===== src/rtl/burst_pkg.sv =====
package burst_pkg;
  localparam int unsigned REG_W     = 32;
  localparam int unsigned OFS_COUNT = 32'h08;
  localparam int unsigned OFS_STAT  = 32'h0C;
endpackage


===== src/rtl/burst_regif.sv =====
module burst_regif
  import burst_pkg::*;
#(
  parameter int unsigned ADDR_W = 8,
  parameter int unsigned CNT_W  = 12
) (
  input  logic              req_i,
  input  logic              we_i,
  input  logic [ADDR_W-1:0] addr_i,
  input  logic [REG_W-1:0]  wdata_i,
  input  logic [CNT_W-1:0]  remain_i,
  input  logic              done_i,
  output logic              load_o,
  output logic [CNT_W-1:0]  load_val_o,
  output logic              clr_o,
  output logic [REG_W-1:0]  rdata_o
);
  logic             sel_cnt, sel_st, wr;
  logic [REG_W-1:0] cnt_rd;
  logic [REG_W-1:0] unused_wdata;

  assign unused_wdata = wdata_i;
  assign sel_cnt      = (addr_i == ADDR_W'(OFS_COUNT));
  assign sel_st       = (addr_i == ADDR_W'(OFS_STAT));
  assign wr           = req_i & we_i;

  assign load_o     = wr & sel_cnt;
  assign load_val_o = wdata_i[CNT_W-1:0];
  assign clr_o      = wr & sel_st & wdata_i[0];

  generate
    if (CNT_W < REG_W) begin : g_ext
      assign cnt_rd = {{(REG_W-CNT_W){1'b0}}, remain_i};
    end else begin : g_full
      assign cnt_rd = remain_i[REG_W-1:0];
    end
  endgenerate

  always_comb begin
    rdata_o = '0;
    if (sel_cnt)     rdata_o    = cnt_rd;
    else if (sel_st) rdata_o[0] = done_i;
  end
endmodule


===== src/rtl/burst_counter.sv =====
module burst_counter #(
  parameter int unsigned CNT_W = 12
) (
  input  logic             clk_i,
  input  logic             rst_ni,
  input  logic             load_i,
  input  logic [CNT_W-1:0] load_val_i,
  output logic [CNT_W-1:0] remain_o,
  output logic             pulse_o,
  output logic             last_o,
  output logic             zero_o
);
  logic [CNT_W-1:0] remain_q;

  always_ff @(posedge clk_i or negedge rst_ni) begin
    if (!rst_ni)              remain_q <= '0;
    else if (load_i)          remain_q <= load_val_i;
    else if (remain_q != '0)  remain_q <= remain_q - 1'b1;
  end

  assign remain_o = remain_q;
  assign pulse_o  = (remain_q != '0);
  // final decrement; a reload in the same cycle abandons the burst
  assign last_o   = (remain_q == CNT_W'(1)) & ~load_i;
  assign zero_o   = load_i & (load_val_i == '0);

  p_dec_r2: assert property (@(posedge clk_i) disable iff (!rst_ni)
    (remain_q != '0 && !load_i) |=> remain_q == $past(remain_q) - 1'b1);
  p_idle_r2: assert property (@(posedge clk_i) disable iff (!rst_ni)
    (remain_q == '0 && !load_i) |=> remain_q == '0);
  p_reload_r7: assert property (@(posedge clk_i) disable iff (!rst_ni)
    load_i |=> remain_q == $past(load_val_i));
endmodule


===== src/rtl/burst_done_flag.sv =====
module burst_done_flag (
  input  logic clk_i,
  input  logic rst_ni,
  input  logic set_i,
  input  logic clr_i,
  output logic done_o
);
  logic done_q;

  always_ff @(posedge clk_i or negedge rst_ni) begin
    if (!rst_ni)     done_q <= 1'b0;
    else if (set_i)  done_q <= 1'b1;
    else if (clr_i)  done_q <= 1'b0;
  end

  assign done_o = done_q;

  p_sticky_r3: assert property (@(posedge clk_i) disable iff (!rst_ni)
    (done_q && !clr_i) |=> done_q);
  p_set_wins_r6: assert property (@(posedge clk_i) disable iff (!rst_ni)
    set_i |=> done_q);
  p_clr_r5: assert property (@(posedge clk_i) disable iff (!rst_ni)
    (clr_i && !set_i) |=> !done_q);
endmodule


===== src/rtl/burst_clk_gen.sv =====
module burst_clk_gen
  import burst_pkg::*;
#(
  parameter int unsigned ADDR_W = 8,
  parameter int unsigned CNT_W  = 12
) (
  input  logic              clk_i,
  input  logic              rst_ni,
  input  logic              req_i,
  input  logic              we_i,
  input  logic [ADDR_W-1:0] addr_i,
  input  logic [REG_W-1:0]  wdata_i,
  output logic [REG_W-1:0]  rdata_o,
  output logic              pulse_en_o
);
  logic             load, clr, last, zero, done;
  logic [CNT_W-1:0] load_val, remain;

  burst_regif #(.ADDR_W(ADDR_W), .CNT_W(CNT_W)) i_regif (
    .req_i      (req_i),
    .we_i       (we_i),
    .addr_i     (addr_i),
    .wdata_i    (wdata_i),
    .remain_i   (remain),
    .done_i     (done),
    .load_o     (load),
    .load_val_o (load_val),
    .clr_o      (clr),
    .rdata_o    (rdata_o)
  );

  burst_counter #(.CNT_W(CNT_W)) i_counter (
    .clk_i      (clk_i),
    .rst_ni     (rst_ni),
    .load_i     (load),
    .load_val_i (load_val),
    .remain_o   (remain),
    .pulse_o    (pulse_en_o),
    .last_o     (last),
    .zero_o     (zero)
  );

  burst_done_flag i_done (
    .clk_i  (clk_i),
    .rst_ni (rst_ni),
    .set_i  (last | zero),
    .clr_i  (clr),
    .done_o (done)
  );

  p_zero_r4: assert property (@(posedge clk_i) disable iff (!rst_ni)
    zero |=> (done && !pulse_en_o));
  p_end_r3: assert property (@(posedge clk_i) disable iff (!rst_ni)
    last |=> (done && !pulse_en_o));
endmodule


===== config.mk =====
export PLATFORM = sky130hd
export DESIGN_NAME = burst_clk_gen
export DESIGN_NICKNAME = d
export VERILOG_FILES = /design/src/rtl/burst_pkg.sv /design/src/rtl/burst_regif.sv /design/src/rtl/burst_counter.sv /design/src/rtl/burst_done_flag.sv /design/src/rtl/burst_clk_gen.sv
export SDC_FILE = /design/constraint.sdc
export NUM_CORES = 1
export LEC_CHECK = 0
export ABC_CLOCK_PERIOD_IN_PS = 1650
export CELL_PAD_IN_SITES_DETAIL_PLACEMENT = 1
export CELL_PAD_IN_SITES_GLOBAL_PLACEMENT = 2
export CORE_AREA = 2 2 87 89
export DETAILED_ROUTE_END_ITERATION = 10
export DIE_AREA = 0 0 89 91
export PLACE_DENSITY = 0.71
export SYNTH_ARGS = -nofsm -noshare
export SYNTH_HDL_FRONTEND = slang
export SYNTH_SLANG_ARGS = --single-unit
export TNS_END_PERCENT = 1

===== constraint.sdc =====
create_clock -name clk_i -period 1.65 [get_ports clk_i]
set_input_delay 0.165 -clock clk_i [delete_from_list [all_inputs] [get_ports clk_i]]
set_output_delay 0.165 -clock clk_i [all_outputs]
set_load 0.005 [all_outputs]

==> results of run 1 <==
==> how the worst min path moves through the flow <==
stage | from | to | slack [ns]
floorplan | rst_ni | i_counter.remain_o[0] | -0.13
global placement | rst_ni | i_counter.remain_o[7] | 0.56
detailed placement | rst_ni | i_counter.remain_o[7] | 0.56
CTS | rst_ni | i_counter.remain_o[9] | 0.31
global route | rst_ni | i_counter.remain_o[7] | 0.34
finish | rst_ni | i_counter.remain_o[7] | 0.29
==> logic make-up after synthesis <==
logic type / share of synthesized area
AND/OR/NAND/NOR: 0.3045
buffers and inverters: 0.1595
AO/OA/AOI/OAI: 0.09888
flip-flops: 0.2921
XOR/XNOR: 0.07079
multiplexers: 0.03708
adder cells (fa/ha/maj): 0.03371
other: 0.003368
==> cell usage in the layout, fill, tap and decap left out, types with 3 or more instances in the layout <==
| master | Yosys | final |
|---|---|---|
| sky130_fd_sc_hd__and2_1 | 9 | 4 |
| sky130_fd_sc_hd__and2_4 | 0 | 5 |
| sky130_fd_sc_hd__buf_2 | 1 | 8 |
| sky130_fd_sc_hd__buf_4 | 20 | 24 |
| sky130_fd_sc_hd__buf_6 | 1 | 13 |
| sky130_fd_sc_hd__clkbuf_8 | 0 | 3 |
| sky130_fd_sc_hd__clkdlybuf4s50_1 | 0 | 16 |
| sky130_fd_sc_hd__conb_1 | 1 | 20 |
| sky130_fd_sc_hd__dfrtp_1 | 13 | 13 |
| sky130_fd_sc_hd__mux2i_1 | 3 | 3 |
| sky130_fd_sc_hd__nand2_1 | 12 | 12 |
| sky130_fd_sc_hd__nor2_1 | 5 | 3 |
| sky130_fd_sc_hd__nor4_1 | 5 | 4 |
| sky130_fd_sc_hd__o21ai_1 | 2 | 11 |
| sky130_fd_sc_hd__or4_4 | 1 | 3 |
| sky130_fd_sc_hd__xnor2_1 | 8 | 7 |
==> state kept, by name, summed over array words and instances, names as in the netlist <==
signal / flops
i_done.done_o: 1
i_counter.remain_o: 12
==> critical path: cells and delay by family, from the launching register on <==
family,cells,cell delay [ns]
buffers and inverters,1,0.14
and+or+nand+nor,2,0.77
DFF,1,0.37
muxes,2,0.37
==> metrics by stage <==
step           total power, mW  worst slack (ns)
2_1_floorplan           0.8281           -0.1249
3_3_place_gp             1.150           -0.8046
3_5_place_dp             1.169           -0.8484
4_1_cts                  1.517           -0.2079
5_1_grt                  1.640           -0.1955
6_report                 1.513           -0.1255
==> per-layer routing <==
layer	track usage	up-vias	wire (µm)
met4	0.03109	0	42
met2	0.1642	23	1925
met5	0	-	0
met1	0.08532	517	1188
met3	0.006364	2	132
li1	-	526	-
==> final cells by class <==
type / count / share of cell area
Tap cell: 99 / 0.06662
Inverter: 3 / 0.006057
Sequential cell: 13 / 0.1750
Clock buffer: 4 / 0.02423
Multi-Input combinational cell: 105 / 0.4219
Timing Repair Buffer: 66 / 0.3062
==> report_power, final <==
| group | leakage, nW | switching [mW] | internal [mW] | total (mW) |
|---|---|---|---|---|
| combinational | 0.643 | 0.348 | 0.421 | 0.769 |
| clock | 0.0228 | 0.0946 | 0.169 | 0.264 |
| sequential | 0.143 | 0.0698 | 0.411 | 0.480 |
==> repair_timing <==
action | in CTS | in global routing
pin swaps | 19 | 4
endpoints found under the setup margin | 26 | 25
gates resized for setup | 101 | 14
gates cloned | 1 | 0
setup buffers | 4 | 1
==> qor.log, run 1 <==
INFO  yosys          post_synth_arst_share=1.000
INFO  yosys          synthesis.instances=124
INFO  power_and_ir_drop power.static_leakage=0.8094nW
INFO  finish         post_layout_nonfiller_instances=290
INFO  setup_path     critical_path.max_fanout=2
INFO  finish         postLayoutCellArea=0.001859mm²
INFO  clock_tree     clock_sink_count=13
INFO  setup_path     timing.critical_path.required=1.77ns
INFO  yosys          synth.cell_area=0.001114mm²
INFO  yosys          synth_edf_count=0
INFO  run_status     result_of_the_run=finished with violations
INFO  yosys          synth.lib_cells_used.distinct=37
INFO  grt            grt_pass1_wl=5278µm
INFO  sta            max-slew-margin-rel=0.6302
INFO  setup_path     critical_path.startpoint=i_counter.remain_o[6]
INFO  detailed_routing drtAntennaViolNets=0
INFO  clock_tree     cts_buffer_depth=2
INFO  floorplanning  die_height=91µm
INFO  grt            first_global_vias=1,156
INFO  placement      dp_hpwl=2688µm
INFO  finish         seqCellArea=325.3µm²
INFO  floorplanning  die_area=0.008099mm²
INFO  sta            timing.fmax=563.2MHz
INFO  setup_path     worst-endpoint-arrival=1.89ns
INFO  detailed_routing drt-wirelength-per-cell=11.34µm
INFO  sta            whs=0.2934ns
INFO  setup_path     setup.worst_path.end=i_counter.remain_o[1]
INFO  grt            global_route.usage.total=0.08242
INFO  yosys          leading_area_contributor_after_synthesis=sky130_fd_sc_hd__dfrtp_1
INFO  sta            final_slew_viol_count=0
INFO  floorplanning  boundaryPins=77
INFO  sta            hold_violations=0
INFO  clock_tree     cts-hold-fix-buffers=0
INFO  setup_path     crit_path_max_incr_delay=0.55ns
INFO  power_and_ir_drop powerDensity=813.7mW/mm²
INFO  floorplanning  initial_utilization=0.1560
INFO  detailed_routing drc=0
INFO  sta            setup_violations=21
INFO  yosys          synth_top_flop_cell=sky130_fd_sc_hd__dfrtp_1
INFO  finish         final_core_util=0.2605
INFO  setup_path     regToRegEndpoint=i_counter.remain_o[1]
INFO  grt            grt_start_max_net_pins=16
INFO  sta            min_period_over_period=1.076
INFO  clock_tree     cts_htree_levels=1
INFO  clock_tree     ctsRootBufferMaster=sky130_fd_sc_hd__clkbuf_8
INFO  setup_path     worstRegToRegCells=5
INFO  floorplanning  dieWidth=89µm
INFO  clock_tree     clock_latency=0.23ns
INFO  power_and_ir_drop max-vdd-ir-drop=0.2647mV
INFO  sta            tightest_slew=0.5529ns
INFO  sta            rsz0062_at_grt=yes
INFO  finish         drive_above_1_share=0.4188
INFO  sta            final_critical_path_setup_slack=-0.1255ns
INFO  job            maxCapViolCount=0
INFO  yosys          ys_top_cells_by_count=20 x sky130_fd_sc_hd__buf_4, 13 x sky130_fd_sc_hd__dfrtp_1, 12 x sky130_fd_sc_hd__nand2_1, 9 x sky130_fd_sc_hd__and2_1, 9 x sky130_fd_sc_hd__o21ai_0
INFO  yosys          yosys-top-cells-area=sky130_fd_sc_hd__dfrtp_1 29%, sky130_fd_sc_hd__buf_4 13%, sky130_fd_sc_hd__xnor2_1 6.3%, sky130_fd_sc_hd__and2_1 5.1%, sky130_fd_sc_hd__o21ai_0 4.0%
INFO  finish         multiInputGateArea=784.5µm²
INFO  floorplanning  coreArea=0.007137mm²
INFO  finish         fillerInstances=836
INFO  yosys          synth_sequential_area_ratio=0.2921
INFO  placement      dp_cells=281
INFO  yosys          synth.most_common_cell=sky130_fd_sc_hd__buf_4
INFO  setup_path     cp_slowest_cell=sky130_fd_sc_hd__or4_4
INFO  setup_path     crit-reg2reg-launch=i_counter.remain_o[6]
INFO  detailed_routing detail_route.vias_per_cell=3.683
INFO  setup_path     timing.critical_path.cells=or4_4 -> nand4bb_4 -> buf_6 -> mux2i_1 -> mux2_2
INFO  clock_tree     tritoncts=built
INFO  yosys          synth_seq_cells=13
INFO  clock_tree     clock_pin_slew_on_the_worst_setup_and_hold_paths=0.05ns
INFO  placement      gp_congestion=0.6962
INFO  setup_path     setup.reg_to_reg.worst_slack=-0.13ns
INFO  detailed_routing via_count=1,068
INFO  setup_path     worstSetupPathType=reg2reg
INFO  grt            number_of_antenna_violations_at_the_first_check_in_global_routing=0
INFO  worst_hold_path hold_class=in2async
INFO  floorplanning  total_number_of_placement_rows=31
INFO  finish         n_antenna_cell=0
INFO  sta            timing.clock.skew=0.0004224ns
INFO  finish         final_nets=239
INFO  placement      io_buffers=36
INFO  detailed_routing drt-total-wl=3289µm
INFO  sta            min_period=1.775ns
INFO  setup_path     timing.critical_path.to_type=flip-flop
INFO  clock_tree     cts-buffers-inserted=3
INFO  placement      placement.cell_area=0.001697mm²
INFO  setup_path     timing.critical_path.from_type=flip-flop
INFO  detailed_routing dr.pass1.iters=2
INFO  run_status     failed_checks=negative setup slack
INFO  yosys          post-synth-top-area-fraction=0.2921
INFO  sta            totalNegativeSetupSlack=-1.621ns
INFO  detailed_routing drtIter0Drc=15
INFO  finish         flow.area_growth_from_synthesis=66.97%
INFO  yosys          post_synth.cell_area_avg=8.980µm²
INFO  yosys          yosys_warnings=0
INFO  grt            grt_overflow=0
No activity file was read; power rests on OpenSTA's default activity.
==> inputs of run 2 (changes only) <==
Settings changed: PLACE_DENSITY 0.71 to 0.81.
==> run 2 against run 1 <==
Compared with the run above: the run still ends with negative setup slack left; register-to-register slack lost 0.02 ns; sequential power about the same; wire length up 6.4%; cell area increased by 0.27%; setup slack worse by 0.032 ns; clock power up 2%; final cell count grew 1.0%; critical endpoint is now rdata_o[6].
==> qor.log, run 2 (synthesized netlist as in run 1, its figures left out) <==
INFO  sta            setup_violations=17
INFO  sta            final_critical_path_setup_slack=-0.1578ns
INFO  clock_tree     cts-hold-fix-buffers=0
INFO  detailed_routing dr.pass1.iters=4
INFO  setup_path     worstRegToRegCells=5
INFO  floorplanning  die_area=0.008099mm²
INFO  finish         layout_commonest_cell=sky130_fd_sc_hd__buf_4
INFO  sta            timing.fmax=553.2MHz
INFO  clock_tree     clock_pin_slew_on_the_worst_setup_and_hold_paths=0.05ns
INFO  run_status     result_of_the_run=finished with violations
INFO  floorplanning  total_number_of_placement_rows=31
INFO  detailed_routing via_count=1,097
INFO  grt            grt_overflow=0
INFO  clock_tree     cts_buffer_depth=2
INFO  finish         final_cell_mix=26 x sky130_fd_sc_hd__buf_4, 20 x sky130_fd_sc_hd__conb_1, 16 x sky130_fd_sc_hd__clkdlybuf4s50_1
INFO  sta            timing.clock.skew=0.004566ns
INFO  sta            final_slew_viol_count=0
INFO  clock_tree     cts_htree_levels=1
INFO  finish         final_nets=242
INFO  setup_path     worst_path_dominant_cell_family=simple AND/OR/NAND/NOR gates
INFO  finish         largest_register_ff_count=12
INFO  worst_hold_path hold_class=in2async
INFO  setup_path     timing.critical_path.required=1.48ns
INFO  finish         flow.area_growth_from_synthesis=67.42%
INFO  detailed_routing drc=0
INFO  placement      io_buffers=36
INFO  grt            first_global_vias=1,132
INFO  finish         n_antenna_cell=0
INFO  floorplanning  boundaryPins=77
INFO  grt            number_of_antenna_violations_at_the_first_check_in_global_routing=0
INFO  setup_path     cp_slowest_cell=sky130_fd_sc_hd__or4_4
INFO  floorplanning  initial_utilization=0.1560
INFO  setup_path     setup.reg_to_reg.worst_slack=-0.15ns
INFO  setup_path     critical_path.max_fanout=4
INFO  clock_tree     tritoncts=built
INFO  power_and_ir_drop powerDensity=819.5mW/mm²
INFO  grt            grt_start_max_net_pins=16
INFO  setup_path     timing.critical_path.cells=clkbuf_2 -> or4_4 -> or2_4 -> nor2_4 -> buf_6 -> buf_6 -> buf_6 -> and2_4 -> buf_6
INFO  power_and_ir_drop max-vdd-ir-drop=0.2339mV
INFO  grt            global_route.usage.total=0.08469
INFO  placement      dp_hpwl=2665µm
INFO  sta            whs=0.2974ns
INFO  detailed_routing detail_route.vias_per_cell=3.744
INFO  sta            hold_violations=0
INFO  grt            grt_pass1_wl=5416µm
INFO  finish         drive_above_1_share=0.4175
INFO  detailed_routing drtIter0Drc=15
INFO  placement      gp_congestion=0.7261
INFO  detailed_routing drt-total-wl=3501µm
INFO  sta            rsz0062_at_grt=yes
INFO  finish         postLayoutCellArea=0.001864mm²
INFO  setup_path     timing.critical_path.to_type=output port
INFO  setup_path     crit-reg2reg-launch=i_counter.remain_o[6]
INFO  clock_tree     ctsRootBufferMaster=sky130_fd_sc_hd__clkbuf_8
INFO  power_and_ir_drop power.static_leakage=0.8217nW
INFO  floorplanning  die_height=91µm
INFO  setup_path     critPathBufInv=5
INFO  sta            min_period_over_period=1.096
INFO  sta            tightest_slew=0.5677ns
INFO  setup_path     worstSetupPathType=in2out
INFO  sta            min_period=1.808ns
INFO  placement      placement.cell_area=0.001697mm²
INFO  setup_path     worst_path_most_repeated_cell=sky130_fd_sc_hd__buf_6
INFO  floorplanning  coreArea=0.007137mm²
INFO  run_status     failed_checks=negative setup slack
INFO  finish         final_core_util=0.2612
INFO  clock_tree     clock_sink_count=13
INFO  floorplanning  dieWidth=89µm
INFO  finish         fillerInstances=858
INFO  clock_tree     cts-buffers-inserted=3
INFO  placement      preCtsSetupSlack=-0.8036ns
INFO  detailed_routing drt-wirelength-per-cell=11.95µm
INFO  setup_path     worst-endpoint-arrival=1.64ns
INFO  detailed_routing drtAntennaViolNets=0
INFO  sta            max-slew-margin-rel=0.6203
INFO  setup_path     crit_path_max_incr_delay=0.52ns
INFO  setup_path     regToRegEndpoint=i_counter.remain_o[1]
INFO  job            maxCapViolCount=0
INFO  setup_path     timing.critical_path.from_type=input port
INFO  clock_tree     clock_latency=0.23ns
[run 2: changes by cell type in the layout (fill, tap and decap cells not counted), moves of 2 or more]
cell / delta
sky130_fd_sc_hd__and2_1: +3
sky130_fd_sc_hd__and2_4: -3
sky130_fd_sc_hd__buf_2: +3
sky130_fd_sc_hd__buf_4: +2
sky130_fd_sc_hd__buf_6: -2
[run 2: power breakdown]
group	internal (mW)	switching (mW)	total (mW)
sequential	0.411	0.0688	0.479
clock	0.170	0.100	0.270
combinational	0.418	0.361	0.779
total	0.998	0.530	1.53
[run 2: through the flow]
stage               std cells  TNS [ns]  total power [mW]
floorplan                 143   -0.2760            0.8281
finish                    293    -1.587             1.528
global route              293    -2.771             1.625
detailed placement        281    -15.20             1.153
CTS                       291    -2.259             1.471
global placement          281    -14.69             1.130
[run 2: worst max path at each step]
stage / to / cells after the start / slack (ns) / start
6_report: rdata_o[6] / 9 / -0.16 / addr_i[5]
5_1_grt: i_counter.remain_o[7] / 5 / -0.22 / i_counter.remain_o[6]
4_1_cts: rdata_o[6] / 9 / -0.17 / addr_i[6]
3_5_place_dp: rdata_o[6] / 7 / -0.80 / addr_i[5]
3_3_place_gp: rdata_o[6] / 7 / -0.80 / addr_i[5]
2_1_floorplan: i_counter.remain_o[1] / 5 / -0.12 / i_counter.remain_o[5]
[run 2: metal layers]
layer,track usage,up-vias,share of wire
met4,0.03607,0,0.023
met3,0.006364,6,0.027
met5,0,-,0
met1,0.08778,536,0.36
li1,-,530,-
met2,0.1667,25,0.59
[run 2: area by class of cell]
cell class,instances,area [µm²],area share
clock buffer,4,45.04,0.02416
multi-input combinational,105,787.0,0.4221
inverter,3,11.26,0.006040
tap,99,123.9,0.06644
timing repair buffer,69,571.8,0.3067
sequential,13,325.3,0.1745
[run 2: what timing repair did]
item / 4_1_cts / 5_1_grt
cloned: 1 / 0
endpoints found under the hold margin: 0 / 0
setup buffers: 5 / 3
gates resized for setup: 86 / 24
pin swaps: 12 / 11
setup endpoints to repair: 26 / 25
[run 2: worst reg2reg max path, stage by stage (launching register included)]
cell and delay, ns:
sky130_fd_sc_hd__dfrtp_1 0.38, sky130_fd_sc_hd__or4_4 0.55, sky130_fd_sc_hd__nand4bb_4 0.24, sky130_fd_sc_hd__buf_6 0.14
sky130_fd_sc_hd__mux2i_1 0.12, sky130_fd_sc_hd__mux2_2 0.26
